<file path="config.mk">
export PLATFORM = sky130hd
export DESIGN_NAME = tdma_cycle_sched
export DESIGN_NICKNAME = d
export VERILOG_FILES = /design/src/rtl/tdma_pkg.sv /design/src/rtl/tdma_mt_div.sv /design/src/rtl/tdma_ms_grant.sv /design/src/rtl/tdma_seg_seq.sv /design/src/rtl/tdma_tx_gate.sv /design/src/rtl/tdma_cycle_sched.sv
export SDC_FILE = /design/constraint.sdc
export NUM_CORES = 1
export LEC_CHECK = 0
export BUFFER_PORTS_ARGS = -buffer_cell sky130_fd_sc_hd__buf_2
export CELL_PAD_IN_SITES_DETAIL_PLACEMENT = 1
export CELL_PAD_IN_SITES_GLOBAL_PLACEMENT = 2
export CORE_UTILIZATION = 25
export CTS_CLUSTER_SIZE = 24
export DETAILED_ROUTE_END_ITERATION = 8
export PLACE_DENSITY_LB_ADDON = 0.1
export SLEW_MARGIN = 5
export SYNTH_ARGS = -nofsm -noshare
export SYNTH_HDL_FRONTEND = slang
export SYNTH_HIERARCHICAL = 1
export SYNTH_SLANG_ARGS = --single-unit
</file>
<file path="constraint.sdc">
create_clock -name clk -period 9 [get_ports clk]
set_clock_uncertainty 0.15 [all_clocks]
set_input_delay 1.8 -clock clk [delete_from_list [all_inputs] [get_ports clk]]
set_output_delay 1.8 -clock clk [all_outputs]
set_load 0.02 [all_outputs]
</file>
<file path="src/rtl/tdma_pkg.sv">
package tdma_pkg;
  typedef enum logic [1:0] {
    SEG_STATIC = 2'b00,
    SEG_DYN    = 2'b01,
    SEG_IDLE   = 2'b10
  } seg_e;
endpackage

</file>
<file path="src/rtl/tdma_mt_div.sv">
module tdma_mt_div #(
  parameter int UTW = 8
) (
  input  logic           clk,
  input  logic           rst_n,
  input  logic [UTW-1:0] cfg_ut_per_mt,
  output logic           mt_tick
);
  logic [UTW-1:0] ut_cnt_q;
  logic [UTW-1:0] ut_cnt_d;
  logic           last_ut;

  assign last_ut = (ut_cnt_q >= cfg_ut_per_mt - 1'b1);
  assign mt_tick = last_ut;

  always_comb begin
    if (last_ut) ut_cnt_d = '0;
    else         ut_cnt_d = ut_cnt_q + 1'b1;
  end

  always_ff @(posedge clk or negedge rst_n) begin
    if (!rst_n) ut_cnt_q <= '0;
    else        ut_cnt_q <= ut_cnt_d;
  end

  // the microtick count never leaves the configured macrotick range
  p_ut_bound_r1: assert property (@(posedge clk) disable iff (!rst_n)
    ut_cnt_q < cfg_ut_per_mt);
endmodule

</file>
<file path="src/rtl/tdma_ms_grant.sv">
module tdma_ms_grant #(
  parameter int MTW = 12,
  parameter int IDW = 6,
  parameter int FLW = 8
) (
  input  logic [IDW-1:0] ms_idx,
  input  logic [IDW-1:0] node_id,
  input  logic           pending,
  input  logic [FLW-1:0] frame_len,
  input  logic [MTW-1:0] remaining,
  output logic           used,
  output logic [MTW-1:0] ms_len
);
  localparam int PADW = MTW - FLW;
  localparam logic [MTW-1:0] ONE_MT = {{(MTW-1){1'b0}}, 1'b1};

  logic [MTW-1:0] full_len;
  logic           fits;

  assign full_len = {{PADW{1'b0}}, frame_len} + 1'b1;
  assign fits     = (full_len <= remaining);
  assign used     = pending && (ms_idx == node_id) && (frame_len != '0) && fits;
  assign ms_len   = used ? full_len : ONE_MT;
endmodule

</file>
<file path="src/rtl/tdma_seg_seq.sv">
module tdma_seg_seq
  import tdma_pkg::*;
#(
  parameter int MTW = 12,
  parameter int IDW = 6,
  parameter int FLW = 8
) (
  input  logic           clk,
  input  logic           rst_n,
  input  logic           mt_tick,
  input  logic [MTW-1:0] cfg_mt_per_slot,
  input  logic [IDW-1:0] cfg_static_slots,
  input  logic [IDW-1:0] cfg_node_id,
  input  logic [IDW-1:0] cfg_minislots,
  input  logic [MTW-1:0] cfg_dyn_len,
  input  logic [MTW-1:0] cfg_idle_len,
  input  logic           tx_pending,
  input  logic [FLW-1:0] tx_frame_len,
  output seg_e           seg_o,
  output logic [IDW-1:0] idx_o,
  output logic [MTW-1:0] mt_cnt_o,
  output logic           ms_used_o,
  output logic [MTW-1:0] ms_len_o,
  output logic           cycle_start_o
);
  localparam logic [MTW-1:0] ONE_MT = {{(MTW-1){1'b0}}, 1'b1};

  seg_e           seg_q, seg_d;
  logic [IDW-1:0] idx_q, idx_d;
  logic [MTW-1:0] mt_cnt_q, mt_cnt_d;
  logic           used_q, used_d;
  logic [MTW-1:0] len_q, len_d;
  logic [MTW-1:0] left_q, left_d;
  logic           cs_q, cs_d;

  logic [IDW-1:0] g_idx;
  logic [MTW-1:0] g_rem;
  logic           g_used;
  logic [MTW-1:0] g_len;
  logic [IDW-1:0] idx_inc;

  assign idx_inc = idx_q + 1'b1;
  assign g_idx   = (seg_q == SEG_STATIC) ? '0 : idx_inc;
  assign g_rem   = (seg_q == SEG_STATIC) ? cfg_dyn_len : (left_q - 1'b1);

  tdma_ms_grant #(.MTW(MTW), .IDW(IDW), .FLW(FLW)) u_grant (
    .ms_idx    (g_idx),
    .node_id   (cfg_node_id),
    .pending   (tx_pending),
    .frame_len (tx_frame_len),
    .remaining (g_rem),
    .used      (g_used),
    .ms_len    (g_len)
  );

  always_comb begin
    seg_d    = seg_q;
    idx_d    = idx_q;
    mt_cnt_d = mt_cnt_q;
    used_d   = used_q;
    len_d    = len_q;
    left_d   = left_q;
    cs_d     = 1'b0;
    unique case (seg_q)
      SEG_STATIC: begin
        if (mt_cnt_q == cfg_mt_per_slot - 1'b1) begin
          mt_cnt_d = '0;
          if (idx_q == cfg_static_slots - 1'b1) begin
            seg_d  = SEG_DYN;
            idx_d  = '0;
            left_d = cfg_dyn_len;
            used_d = g_used;
            len_d  = g_len;
          end else begin
            idx_d = idx_inc;
          end
        end else begin
          mt_cnt_d = mt_cnt_q + 1'b1;
        end
      end
      SEG_DYN: begin
        left_d = left_q - 1'b1;
        if (left_q == ONE_MT) begin
          seg_d    = SEG_IDLE;
          idx_d    = '0;
          mt_cnt_d = '0;
          used_d   = 1'b0;
          len_d    = ONE_MT;
        end else if (idx_q < cfg_minislots) begin
          if (mt_cnt_q == len_q - 1'b1) begin
            mt_cnt_d = '0;
            idx_d    = idx_inc;
            if (idx_inc < cfg_minislots) begin
              used_d = g_used;
              len_d  = g_len;
            end else begin
              used_d = 1'b0;
              len_d  = ONE_MT;
            end
          end else begin
            mt_cnt_d = mt_cnt_q + 1'b1;
          end
        end
      end
      SEG_IDLE: begin
        if (mt_cnt_q == cfg_idle_len - 1'b1) begin
          seg_d    = SEG_STATIC;
          idx_d    = '0;
          mt_cnt_d = '0;
          cs_d     = mt_tick;
        end else begin
          mt_cnt_d = mt_cnt_q + 1'b1;
        end
      end
      default: begin
        seg_d    = SEG_STATIC;
        idx_d    = '0;
        mt_cnt_d = '0;
      end
    endcase
  end

  always_ff @(posedge clk or negedge rst_n) begin
    if (!rst_n) begin
      seg_q    <= SEG_STATIC;
      idx_q    <= '0;
      mt_cnt_q <= '0;
      used_q   <= 1'b0;
      len_q    <= ONE_MT;
      left_q   <= '0;
    end else if (mt_tick) begin
      seg_q    <= seg_d;
      idx_q    <= idx_d;
      mt_cnt_q <= mt_cnt_d;
      used_q   <= used_d;
      len_q    <= len_d;
      left_q   <= left_d;
    end
  end

  always_ff @(posedge clk or negedge rst_n) begin
    if (!rst_n) cs_q <= 1'b1;
    else        cs_q <= cs_d;
  end

  assign seg_o         = seg_q;
  assign idx_o         = idx_q;
  assign mt_cnt_o      = mt_cnt_q;
  assign ms_used_o     = used_q;
  assign ms_len_o      = len_q;
  assign cycle_start_o = cs_q;

  // static slot index stays below the configured slot count
  p_static_idx_bound_r2: assert property (@(posedge clk) disable iff (!rst_n)
    (seg_q == SEG_STATIC) |-> (idx_q < cfg_static_slots));

  // a finished minislot hands over to the next index
  p_minislot_step_r4: assert property (@(posedge clk) disable iff (!rst_n)
    (mt_tick && seg_q == SEG_DYN && left_q != ONE_MT && idx_q < cfg_minislots
     && mt_cnt_q == len_q - 1'b1) |=> (idx_q == $past(idx_q) + 1'b1));

  // a granted minislot always fits inside the dynamic budget
  p_dyn_fit_r6: assert property (@(posedge clk) disable iff (!rst_n)
    (seg_q == SEG_DYN && used_q) |->
      ({1'b0, len_q} <= {1'b0, left_q} + {1'b0, mt_cnt_q}));

  // cycle start lasts a single clock
  p_cycle_start_pulse_r9: assert property (@(posedge clk) disable iff (!rst_n)
    cs_q |=> !cs_q);

  // cycle start coincides with the very first static slot
  p_cycle_start_slot0_r9: assert property (@(posedge clk) disable iff (!rst_n)
    cs_q |-> (seg_q == SEG_STATIC && idx_q == '0 && mt_cnt_q == '0));
endmodule

</file>
<file path="src/rtl/tdma_tx_gate.sv">
module tdma_tx_gate
  import tdma_pkg::*;
#(
  parameter int MTW = 12,
  parameter int IDW = 6
) (
  input  seg_e           seg,
  input  logic [IDW-1:0] idx,
  input  logic [IDW-1:0] node_id,
  input  logic           ms_used,
  input  logic [MTW-1:0] mt_cnt,
  input  logic [MTW-1:0] ms_len,
  output logic           tx_en
);
  logic own;
  logic static_tx;
  logic dyn_tx;

  assign own       = (idx == node_id);
  assign static_tx = (seg == SEG_STATIC) && own;
  assign dyn_tx    = (seg == SEG_DYN) && own && ms_used && (mt_cnt < ms_len - 1'b1);
  assign tx_en     = static_tx || dyn_tx;
endmodule

</file>
<file path="src/rtl/tdma_cycle_sched.sv">
module tdma_cycle_sched
  import tdma_pkg::*;
#(
  parameter int UTW = 8,
  parameter int MTW = 12,
  parameter int IDW = 6,
  parameter int FLW = 8
) (
  input  logic           clk,
  input  logic           rst_n,
  input  logic [UTW-1:0] cfg_ut_per_mt,
  input  logic [MTW-1:0] cfg_mt_per_slot,
  input  logic [IDW-1:0] cfg_static_slots,
  input  logic [IDW-1:0] cfg_node_id,
  input  logic [IDW-1:0] cfg_minislots,
  input  logic [MTW-1:0] cfg_dyn_len,
  input  logic [MTW-1:0] cfg_idle_len,
  input  logic           tx_pending,
  input  logic [FLW-1:0] tx_frame_len,
  output logic           mt_tick,
  output logic [1:0]     seg,
  output logic [IDW-1:0] slot_idx,
  output logic           tx_en,
  output logic           cycle_start
);
  logic           rst_s1, rst_i;
  seg_e           seg_w;
  logic [MTW-1:0] mt_cnt_w;
  logic           ms_used_w;
  logic [MTW-1:0] ms_len_w;

  always_ff @(posedge clk or negedge rst_n) begin
    if (!rst_n) begin
      rst_s1 <= 1'b0;
      rst_i  <= 1'b0;
    end else begin
      rst_s1 <= 1'b1;
      rst_i  <= rst_s1;
    end
  end

  tdma_mt_div #(.UTW(UTW)) u_div (
    .clk           (clk),
    .rst_n         (rst_i),
    .cfg_ut_per_mt (cfg_ut_per_mt),
    .mt_tick       (mt_tick)
  );

  tdma_seg_seq #(.MTW(MTW), .IDW(IDW), .FLW(FLW)) u_seq (
    .clk              (clk),
    .rst_n            (rst_i),
    .mt_tick          (mt_tick),
    .cfg_mt_per_slot  (cfg_mt_per_slot),
    .cfg_static_slots (cfg_static_slots),
    .cfg_node_id      (cfg_node_id),
    .cfg_minislots    (cfg_minislots),
    .cfg_dyn_len      (cfg_dyn_len),
    .cfg_idle_len     (cfg_idle_len),
    .tx_pending       (tx_pending),
    .tx_frame_len     (tx_frame_len),
    .seg_o            (seg_w),
    .idx_o            (slot_idx),
    .mt_cnt_o         (mt_cnt_w),
    .ms_used_o        (ms_used_w),
    .ms_len_o         (ms_len_w),
    .cycle_start_o    (cycle_start)
  );

  tdma_tx_gate #(.MTW(MTW), .IDW(IDW)) u_gate (
    .seg     (seg_w),
    .idx     (slot_idx),
    .node_id (cfg_node_id),
    .ms_used (ms_used_w),
    .mt_cnt  (mt_cnt_w),
    .ms_len  (ms_len_w),
    .tx_en   (tx_en)
  );

  assign seg = seg_w;

  // the idle phase never transmits
  p_no_tx_idle_r8: assert property (@(posedge clk) disable iff (!rst_i)
    (seg == 2'b10) |-> !tx_en);
endmodule

</file>
# == Word level (Yosys, flattened, before mapping) ==
# Index checks and enable logic that the tools add are counted.
# classes
n_addsub,10
order_cmp,5
n_eq_ne,15
mux,41
n_reduce_logical,16
# op_table
operator,count
$mux W12,15
$pmux W12 S2,2
$sub A12 B1 Y12 const B,4
$mux W6,7
$eq A12 B12 Y1,3
$pmux W12 S3,1
$eq A6 B6 Y1,3
$pmux W6 S3,1
$add A12 B1 Y12 const B,1
$eq A12 B1 Y1 const B,1
$le A12 B12 Y1,1
$lt A12 B12 Y1,1
$lt A6 B6 Y1,2
$reduce_and A5 Y1,2
$add A8 B1 Y9 const B,1
$add A8 B1 Y8 const B,1
$ge A8 B8 Y1,1
$mux W1,8
$mux W2,4
$mux W8,1
$ne A2 B1 Y1 const B,4
$reduce_bool A8 Y1,1
$sub A8 B1 Y8 const B,1
$logic_and A1 B1 Y1,7
13 further kinds,14
# word_totals
reg_bits,56
in_bits,73
output_inout_bits,11
wordCells,97

# == Longest topological paths before layout ==
# Gate-level depths: netlist of run 1.
# depth
depth_word,12
mapped_depth,16
mapped_depth_nobuf,15

# == Hierarchy ==
# The synthesis of run 1 kept the hierarchy.
# by_module_without_submodules
module,n_inst,cells_per_inst,area_each_um2,seq_area_each_um2
tdma_seg_seq,1,585,4580.6,1153.6
tdma_ms_grant,1,96,696.9,0.0
tdma_mt_div,1,68,658.1,200.2
tdma_tx_gate,1,61,491.7,0.0
tdma_cycle_sched,1,3,53.8,50.0

# == Least setup slack after synthesis of run 1 ==
# OpenSTA, ideal clock, no wires.
# synth_timing
path_type,input port to output port
startpoint,input cfg_ut_per_mt[4]
endpoint,output mt_tick
t_arrival_ns,3.549
t_required_ns,7.050
path_slack_ns,3.501
stages,6
n_path_buf,0
cell_sequence,nor4_1 -> nand2_1 -> xor2_1 -> ha_1 -> nand2_1 -> o41ai_4
# synth_via
elab_chain_len,2
# synth_lines
item,line_no,text
start: declaration,tdma_cycle_sched.sv:11,"input logic [UTW-1:0] cfg_ut_per_mt,"
$sub A8 B1 Y8,tdma_mt_div.sv:13,assign last_ut = (ut_cnt_q >= cfg_ut_per_mt - 1'b1);
$ge A8 B8 Y1,tdma_mt_div.sv:13,
end: declaration,tdma_cycle_sched.sv:20,"output logic mt_tick,"
# No other way between the ends.

# == Worst setup path in the final report of run 1 ==
# Same ends and word-level chain as after synthesis.

==> impl_metrics.ini, run 1 <==
[clock_network]
clock_tree.root_cell = clkbuf_16
cts.path.max_buffers = 2
cts_sinks = 56
clk_latency_ns = 0.31
cts_tree = done
path_clk_slew_ns = 0.08
postCtsResizedCells = 0
ctsHoldBuffers = 0
ctsHtreeMaxLevel = 2
cts_buffers = 5
cts_setup_buffers = 0

[place]
io_buffers = 83
gp_congestion = 0.782
dp.final_hpwl_um = 17000

[floorplan]
die_area_um2 = 26600
die_h_um = 163
initial_core_util = 0.256
die_w_um = 163
rows = 58
core_um2 = 25300
ios = 84

[setup_path]
cp.arrival_ns = 3.79
path_max_fanout = 17
crit_buf_inv = 3
critPathKind = in -> out
setup.worst_path.end_class = primary output
cp-start-kind = input port
cp_top_family = buffers and inverters
path_cells = buf_2, nor4_1, nand2_1, xor2_1, ha_1, nand2_1, o41ai_4, buf_4, buf_2
cpPeakStageDelay_ns = 0.35
slowest_stage = nor4_1
cp.required_ns = 7.05

[run]
drv_cap = 0

[yosys]
synth.most_common_cell = nand2_1
synth_area_leaders = dfrtp_1, ha_1, xnor2_1, xor2_1, nand2_1
synth_top_area_share = 0.208
synth-seq-cells = 56
ys_warn_count = 6
ys_async_sr_fraction = 1.00
synthTopCellsByCount = nand2_1, inv_1, nor2_1
syn_avg_cell_area_um2 = 7.97
ys_types = 87
synth_edf_count = 0
synthCells = 813
yosysTopAreaCell = dfrtp_1
synth_ff_type = dfrtp_1
synth_area_um2 = 6480
seq_area_frac_synth = 0.217

[global_route]
grt_pass1_wl_um = 35400
grt_pass1_vias = 6586
grt_antenna_before_repair = 0
grt_remaining_overflow = 0
grt_usage = 0.169
grt_max_degree = 55

[sta]
rsz0062_at_grt = false
setup_viol = 0
max_slew_margin = 0.309
worst_slew_pin_slew_ns = 1.03
finalCriticalPeriod_ns = 5.74
slew_violations = 0
max_freq_mhz = 174
hold_viol = 0
fin_crit_sh = 0.638
tns_ns = 0

[drt]
met2_length_um = 10400
final_antenna_net_count = 0
topRoutingLayerUsed = met4
via_count = 6224
drc_errors = 0
dr.pass1.iters = 4
dr.first_iter.drc_count = 221
routed_wl_um = 21800
wl_per_cell_um = 18.2
viasPerCell = 5.19
route.met3.wl_um = 384
wl_met1_um = 10900

[power]
clockPowerShare = 0.284
p_switching_mw = 0.301
p_comb_frac = 0.325
switching_share = 0.368
pwr-share-seq = 0.391
powerDensity_nw_per_um2 = 112
total_power_mw = 0.819
p_leak_nw = 3.36
p_int_mw = 0.517
ir_drop_mv = 0.0636

[layout]
fin_nets = 993
fillCellCount = 3075
antenna_cells = 0
drive_gt1_frac = 0.155
area_growth_pct = 13.1

[run_status]
status = complete, no violations

[worst_hold_path]
hp-class = reg -> reg
metal layers:
layer | up-vias | track usage
met4 | 0 | 0.0340
met1 | 3093 | 0.234
met2 | 74 | 0.285
met3 | 15 | 0.0157
li1 | 3042 | -
met5 | - | 0
layout by cell type, fill, tap and decap left out, types with 16 or more instances in the layout:
master,synthesis,layout
dfrtp_1,54,53
xnor2_1,53,53
mux2i_1,16,16
o21ai_0,26,26
xor2_1,41,41
ha_1,51,51
nand3_1,33,33
buf_2,3,83
inv_1,65,65
nor3_1,29,29
nand4_1,19,19
a21oi_1,26,26
nor2_1,60,59
nand2_1,69,69
kinds of logic (layout without fill, tap and decap cells):
| logic type | count (synthesis) | in the layout | share of synthesized area |
|---|---|---|---|
| AO/OA/AOI/OAI | 169 | 169 | 0.196 |
| XOR/XNOR | 94 | 94 | 0.127 |
| adder cells (fa/ha/maj) | 51 | 51 | 0.0985 |
| buffers and inverters | 108 | 163 | 0.0695 |
| flip-flops | 56 | 56 | 0.217 |
| multiplexers | 21 | 21 | 0.0334 |
| other | 2 | 4 | 0.00116 |
| AND/OR/NAND/NOR | 312 | 312 | 0.258 |
area by class of cell:
class	instances	area [um2]	share of cell area
Clock inverter	2	35.0	0.00478
Tap cell	330	413	0.0563
Multi-Input combinational cell	651	4640	0.633
Clock buffer	6	129	0.0176
Inverter	65	244	0.0333
Sequential cell	56	1410	0.192
Timing Repair Buffer	90	468	0.0638
power by group through the flow:
stage	sequential, mW	combinational, mW	clock [mW]
4_1_cts	0.322	0.270	0.244
5_1_grt	0.326	0.299	0.254
3_3_place_gp	0.328	0.258	0
2_1_floorplan	0.300	0.198	0
6_report	0.320	0.266	0.232
3_5_place_dp	0.327	0.268	0
worst reg2reg max path, stage by stage (launching register included):
cell	delay, ns
dfrtp_1	0.46
or3_1	0.47
or3_1	0.37
or3_1	0.42
nor3_1	0.38
xnor2_1	0.17
o21ai_0	0.13
or3_4	0.38
or2_1	0.28
a311o_1	0.43
o2111a_1	0.28
nand2_1	0.08
mux2i_1	0.07
sequential cells by signal, indices dropped and copies added, names as in the netlist:
signal               flops
u_seq/left_q            12
u_seq/seg_o              2
rst_s1                   1
u_seq/cycle_start_o      1
u_seq/idx_o              6
u_div/ut_cnt_q           8
u_seq/ms_len_o          12
rst_i                    1
u_seq/mt_cnt_o          12
u_seq/ms_used_o          1
worst paths after layout:
kind                                   from                 to  slack, ns  cells past startpoint
hold / removal                       rst_s1              rst_i       0.22                      0
max in group asynchronous             rst_n              rst_i       7.48                      1
setup / recovery           cfg_ut_per_mt[4]            mt_tick       3.26                      9
hold reg to reg                      rst_s1              rst_i       0.22                      0
min in group asynchronous             rst_i    u_seq/left_q[9]       0.28                      1
setup reg to reg            u_seq/left_q[2]  u_seq/ms_len_o[1]       4.79                     12
per-stage QoR:
step | hold WS, ns | instances | utilization | cell area (um2) | worst slack [ns]
floorplan | 0.181 | 815 | - | 6490 | 3.50
global placement | 0.191 | 1192 | 0.283 | 7170 | 3.26
detailed placement | 0.202 | 1192 | 0.283 | 7170 | 3.22
CTS | 0.219 | 1200 | 0.289 | 7330 | 3.21
global route | 0.234 | 1200 | 0.289 | 7330 | 3.02
finish | 0.215 | 1200 | 0.289 | 7330 | 3.26
Note: power is estimated with default switching activity, not from simulation.
==> inputs of run 2 (changes only) <==
- ABC_AREA: unset -> 1
- clock period: 9 -> 5.85 ns (I/O delays scaled with it)
==> run 2 against run 1 <==
Against the previous run:
- flip-flop and latch count unchanged
- count of clock-buffer cells in the layout down 1
- final area up 4.8%
- via count up 8.2%
- area after synthesis up 5.3%
- routed wire length down 3.0%
- core utilization down 0.37 points
- largest cell class unchanged
- largest power group unchanged
- highest routed layer unchanged
==> impl_metrics.ini, run 2 <==
[floorplan]
die_h_um = 167
ios = 84
core_um2 = 26900
initial_core_util = 0.254
rows = 60
die_area_um2 = 28000
die_w_um = 167

[drt]
routed_wl_um = 21100
dr.first_iter.drc_count = 267
drc_errors = 0
wl_per_cell_um = 14.2
dr.pass1.iters = 4
viasPerCell = 4.51
via_count = 6733
final_antenna_net_count = 0

[sta]
max_slew_margin = 0.280
tns_ns = 0
fin_crit_sh = 0.717
hold_viol = 0
max_freq_mhz = 238
rsz0062_at_grt = false
worst_slew_pin_slew_ns = 1.08
slew_violations = 0
finalCriticalPeriod_ns = 4.19
setup_viol = 0

[yosys]
synth-seq-cells = 56
syn_avg_cell_area_um2 = 6.28
synthCells = 1087
synth_area_leaders = dfrtp_1, nand2_1, ha_1, inv_1, nor2_1
seq_area_frac_synth = 0.206
synth_top_area_share = 0.198
ys_async_sr_fraction = 1.00
ys_types = 46
synth.most_common_cell = nand2_1
synth_ff_type = dfrtp_1
synth_area_um2 = 6820
synthTopCellsByCount = nand2_1, inv_1, nor2_1
synth_edf_count = 0
ys_warn_count = 6
yosysTopAreaCell = dfrtp_1

[place]
io_buffers = 83
gp_congestion = 0.765
dp.final_hpwl_um = 17300
place_inst = 1485

[run_status]
status = complete, no violations

[clock_network]
cts_setup_buffers = 0
clk_latency_ns = 0.31
path_clk_slew_ns = 0.08
cts_sinks = 56
cts.path.max_buffers = 2
cts_buffers = 5
postCtsResizedCells = 0
cts_tree = done
ctsHtreeMaxLevel = 2
ctsHoldBuffers = 0
clock_tree.root_cell = clkbuf_16

[setup_path]
cp.required_ns = 4.53
cp-start-kind = input port
path_cells = buf_2, inv_1, ha_1, nand3_1, xnor2_1, inv_1, ha_1, nand2_1, o21a_1, nand2_2, buf_2
critPathKind = in -> out
cpPeakStageDelay_ns = 0.26
cp.arrival_ns = 2.87
path_max_fanout = 11
setup.worst_path.end_class = primary output
slowest_stage = ha_1

[global_route]
grt_max_degree = 55
grt_usage = 0.158
grt_pass1_vias = 6931
grt_remaining_overflow = 0
grt_antenna_before_repair = 0
grt_pass1_wl_um = 35700

[layout]
fin_nets = 1275
antenna_cells = 0
final_cells = 1493
area_growth_pct = 12.6
final_common_cell = nand2_1
most-common-layout-cells = nand2_1, inv_1, nor2_1
drive_gt1_frac = 0.139

[power]
powerDensity_nw_per_um2 = 180
ir_drop_mv = 0.0942
p_leak_nw = 4.12

[run]
drv_cap = 0

[worst_hold_path]
hp-class = reg -> reg
==> run 2: cell types whose count changed in the layout (fill, tap and decap cells not counted), sizes merged, moves of 12 or more <==
| cell | before | now |
|---|---|---|
| nor3 | 32 | 10 |
| inv | 65 | 152 |
| mux2i | 16 | 0 |
| nor4 | 15 | 3 |
| nor2 | 61 | 136 |
| o21ai | 31 | 77 |
| nand3 | 33 | 78 |
| xnor2 | 53 | 34 |
| nand2 | 69 | 333 |
| or3 | 13 | 0 |
==> run 2: path summary, 6_finish.rpt <==
path	from	to	slack (ns)	cells after the start
worst max-delay path	cfg_ut_per_mt[0]	mt_tick	1.66	11
worst min-delay path	rst_s1	rst_i	0.20	0
worst max register to register	u_seq/idx_o[0]	u_seq/ms_len_o[1]	2.15	12
worst min register to register	rst_s1	rst_i	0.20	0
max in group asynchronous	rst_i	u_div/ut_cnt_q[1]	4.76	1
min in group asynchronous	rst_i	u_seq/ms_len_o[1]	0.26	1
==> run 2: worst max-delay path: cells and delay by family <==
kind / cells / cell delay (ns)
adder cells (fa/ha/maj): 2 / 0.50
XOR/XNOR: 1 / 0.14
buffers and inverters: 4 / 0.50
AO/OA/AOI/OAI: 1 / 0.19
AND/OR/NAND/NOR: 3 / 0.38
==> run 2: area by class of cell <==
| class | count | area (um2) |
|---|---|---|
| Fill cell | 3480 | 19200 |
| Multi-Input combinational cell | 851 | 4690 |
| Sequential cell | 56 | 1410 |
| Inverter | 151 | 567 |
| Timing Repair Buffer | 86 | 438 |
| Tap cell | 341 | 427 |
| Clock buffer | 5 | 125 |
| Clock inverter | 3 | 26.3 |
==> run 2: layer usage <==
layer | global-route usage | share of wire
met1 | 0.205 | 0.49
met2 | 0.289 | 0.49
met3 | 0.0158 | 0.018
met4 | 0.0207 | 0.0051
met5 | 0 | 0
==> run 2: power by group <==
part / total, mW / switching, mW / internal (mW)
Combinational: 0.509 / 0.302 / 0.206
Sequential: 0.546 / 0.112 / 0.434
Clock: 0.325 / 0.163 / 0.163
Total: 1.38 / 0.577 / 0.802
==> run 2: cells by family after synthesis <==
family / after synthesis / synth area share
xor+xnor: 82 / 0.107
flops: 56 / 0.206
buf+inv: 182 / 0.108
compound gates: 115 / 0.0974
fa+ha+maj: 51 / 0.0935
other cells: 2 / 0.00110
simple gates: 599 / 0.387
==> run 2: stage by stage <==
stage                     cell area [um2]  total power [mW]   util  setup slack (ns)  hold slack, ns
after detailed placement             7530              1.08  0.280              1.56           0.188
after global placement               7530              1.07  0.280              1.64           0.185
after global routing                 7680              1.52  0.286              1.45           0.219
after floorplan                      6830             0.900      -              2.08           0.181
after CTS                            7680              1.42  0.286              1.61           0.207
final                                7680              1.38  0.286              1.66           0.203
==> inputs of run 3 (changes only) <==
- clock period: 5.85 -> 3.7 ns (I/O delays scaled with it)
==> run 3 against run 2 <==
Against the previous run:
- first-iteration DRC count shrank 20%
- global-route usage grew 0.51 points
- sequential power grew 53%
- highest routed layer unchanged
- largest power group is now combinational cells
- combinational power grew 74%
- final area grew 2.8%
==> impl_metrics.ini, run 3 (synthesis gave the netlist of run 2 again) <==
[setup_path]
cp.required_ns = 2.81
cp.arrival_ns = 2.64
setup.worst_path.end_class = primary output
critPathKind = reg -> out
path_max_fanout = 3
cp-start-kind = flip-flop

[clock_network]
path_clk_slew_ns = 0.07
clk_latency_ns = 0.32
cts_buffers = 5
ctsHtreeMaxLevel = 2
clock_tree.root_cell = clkbuf_16
cts_sinks = 56
cts.path.max_buffers = 2
cts_tree = done

[layout]
most-common-layout-cells = nand2_1, inv_1, nor2_1
drive_gt1_frac = 0.163
postLayoutCoreUtil = 0.294
design_area_um2 = 7890
area_growth_pct = 15.7
fin_nets = 1296
fillCellCount = 3492
final_cells = 1514
antenna_cells = 0
final_common_cell = nand2_1

[sta]
max_freq_mhz = 284
hold_viol = 0
worst_slew_pin_slew_ns = 1.00
finalCriticalPeriod_ns = 3.53
finalWorstSetupSlack_ns = 0.174
holdWs_ns = 0.0495
fin_crit_sh = 0.953
max_slew_margin = 0.332
slew_violations = 0
tns_ns = 0
setup_viol = 0

[floorplan]
rows = 60
initial_core_util = 0.254
die_area_um2 = 28000
ios = 84
die_w_um = 167
core_um2 = 26900
die_h_um = 167

[run]
drv_cap = 0

[power]
p_leak_nw = 4.25
pwr-share-seq = 0.361
switching_share = 0.407
clockPowerShare = 0.256
powerDensity_nw_per_um2 = 292
p_switching_mw = 0.939
p_int_mw = 1.37
ir_drop_mv = 0.155
total_power_mw = 2.31
p_comb_frac = 0.384

[drt]
dr.pass1.iters = 4
drc_errors = 0
wl_per_cell_um = 14.5
via_count = 6866
dr.first_iter.drc_count = 214
viasPerCell = 4.54
routed_wl_um = 21900
final_antenna_net_count = 0

[place]
io_buffers = 83
dp.final_hpwl_um = 18100
gp_congestion = 0.761
place_inst = 1501
post_dp_cell_area_um2 = 7650
place_ws_ns = 0.217

[global_route]
grt_max_degree = 39
grt_usage = 0.163
grt_pass1_wl_um = 36700
grt_remaining_overflow = 0
grt_pass1_vias = 7141
grt_antenna_before_repair = 0

[run_status]
status = complete, no violations

[worst_hold_path]
hp-class = in -> async
[run 3: path summary, 6_finish.rpt]
| check | end | cells past startpoint | startpoint | slack (ns) |
|---|---|---|---|---|
| worst max register to register | u_seq/ms_len_o[3] | 21 | u_seq/left_q[0] | 0.38 |
| worst max-delay path | tx_en | 17 | u_seq/ms_len_o[1] | 0.17 |
| worst min register to register | rst_i | 0 | rst_s1 | 0.21 |
| min in group clk | rst_i | 0 | rst_s1 | 0.21 |
| worst min-delay path | rst_s1 | 1 | rst_n | 0.05 |
| max in group asynchronous | u_seq/ms_len_o[3] | 1 | rst_i | 2.26 |
[run 3: power groups by stage]
stage	clock network, mW	logic (mW)	registers, mW
floorplan	0	0.646	0.778
global placement	0	0.895	0.853
detailed placement	0	0.905	0.854
CTS	0.616	0.913	0.842
global route	0.630	1.04	0.852
finish	0.589	0.885	0.833
[run 3: worst max-delay path, cell delays in order, from the launching register on]
cell     delay [ns]
dfrtp_1        0.41
inv_1          0.10
ha_4           0.14
inv_2          0.04
nor3_4         0.18
nand2_2        0.11
nor2_4         0.12
nand3_2        0.07
xor2_1         0.14
ha_1           0.29
nand2_1        0.10
nor2_2         0.05
nand2_1        0.06
nor2_2         0.04
nand2_1        0.06
nand2_1        0.06
o21ai_2        0.17
buf_2          0.20
[run 3: timing repair]
| action | 4_1_cts | 5_1_grt |
|---|---|---|
| gates cloned | 0 | 0 |
| gates resized for setup | 2 | 12 |
| hold buffers | 0 | 0 |
| buffers inserted | 0 | 5 |
| pin swaps | 0 | 4 |
| setup endpoints to repair | 1 | 10 |
[run 3: layer usage]
| layer | GRT usage | part of all wire |
|---|---|---|
| met1 | 0.206 | 0.47 |
| met2 | 0.301 | 0.50 |
| met4 | 0.0343 | 0.0090 |
| met5 | 0 | 0 |
| met3 | 0.0137 | 0.020 |
[run 3: cell type report]
type,instances,area [um2],share of cell area
multi-input cells,851,4730,0.599
flip-flops and latches,56,1410,0.178
repair buffers,107,596,0.0755
inverters,151,567,0.0718
well taps,341,427,0.0541
clock buffers,5,125,0.0159
clock inverters,3,46.3,0.00587
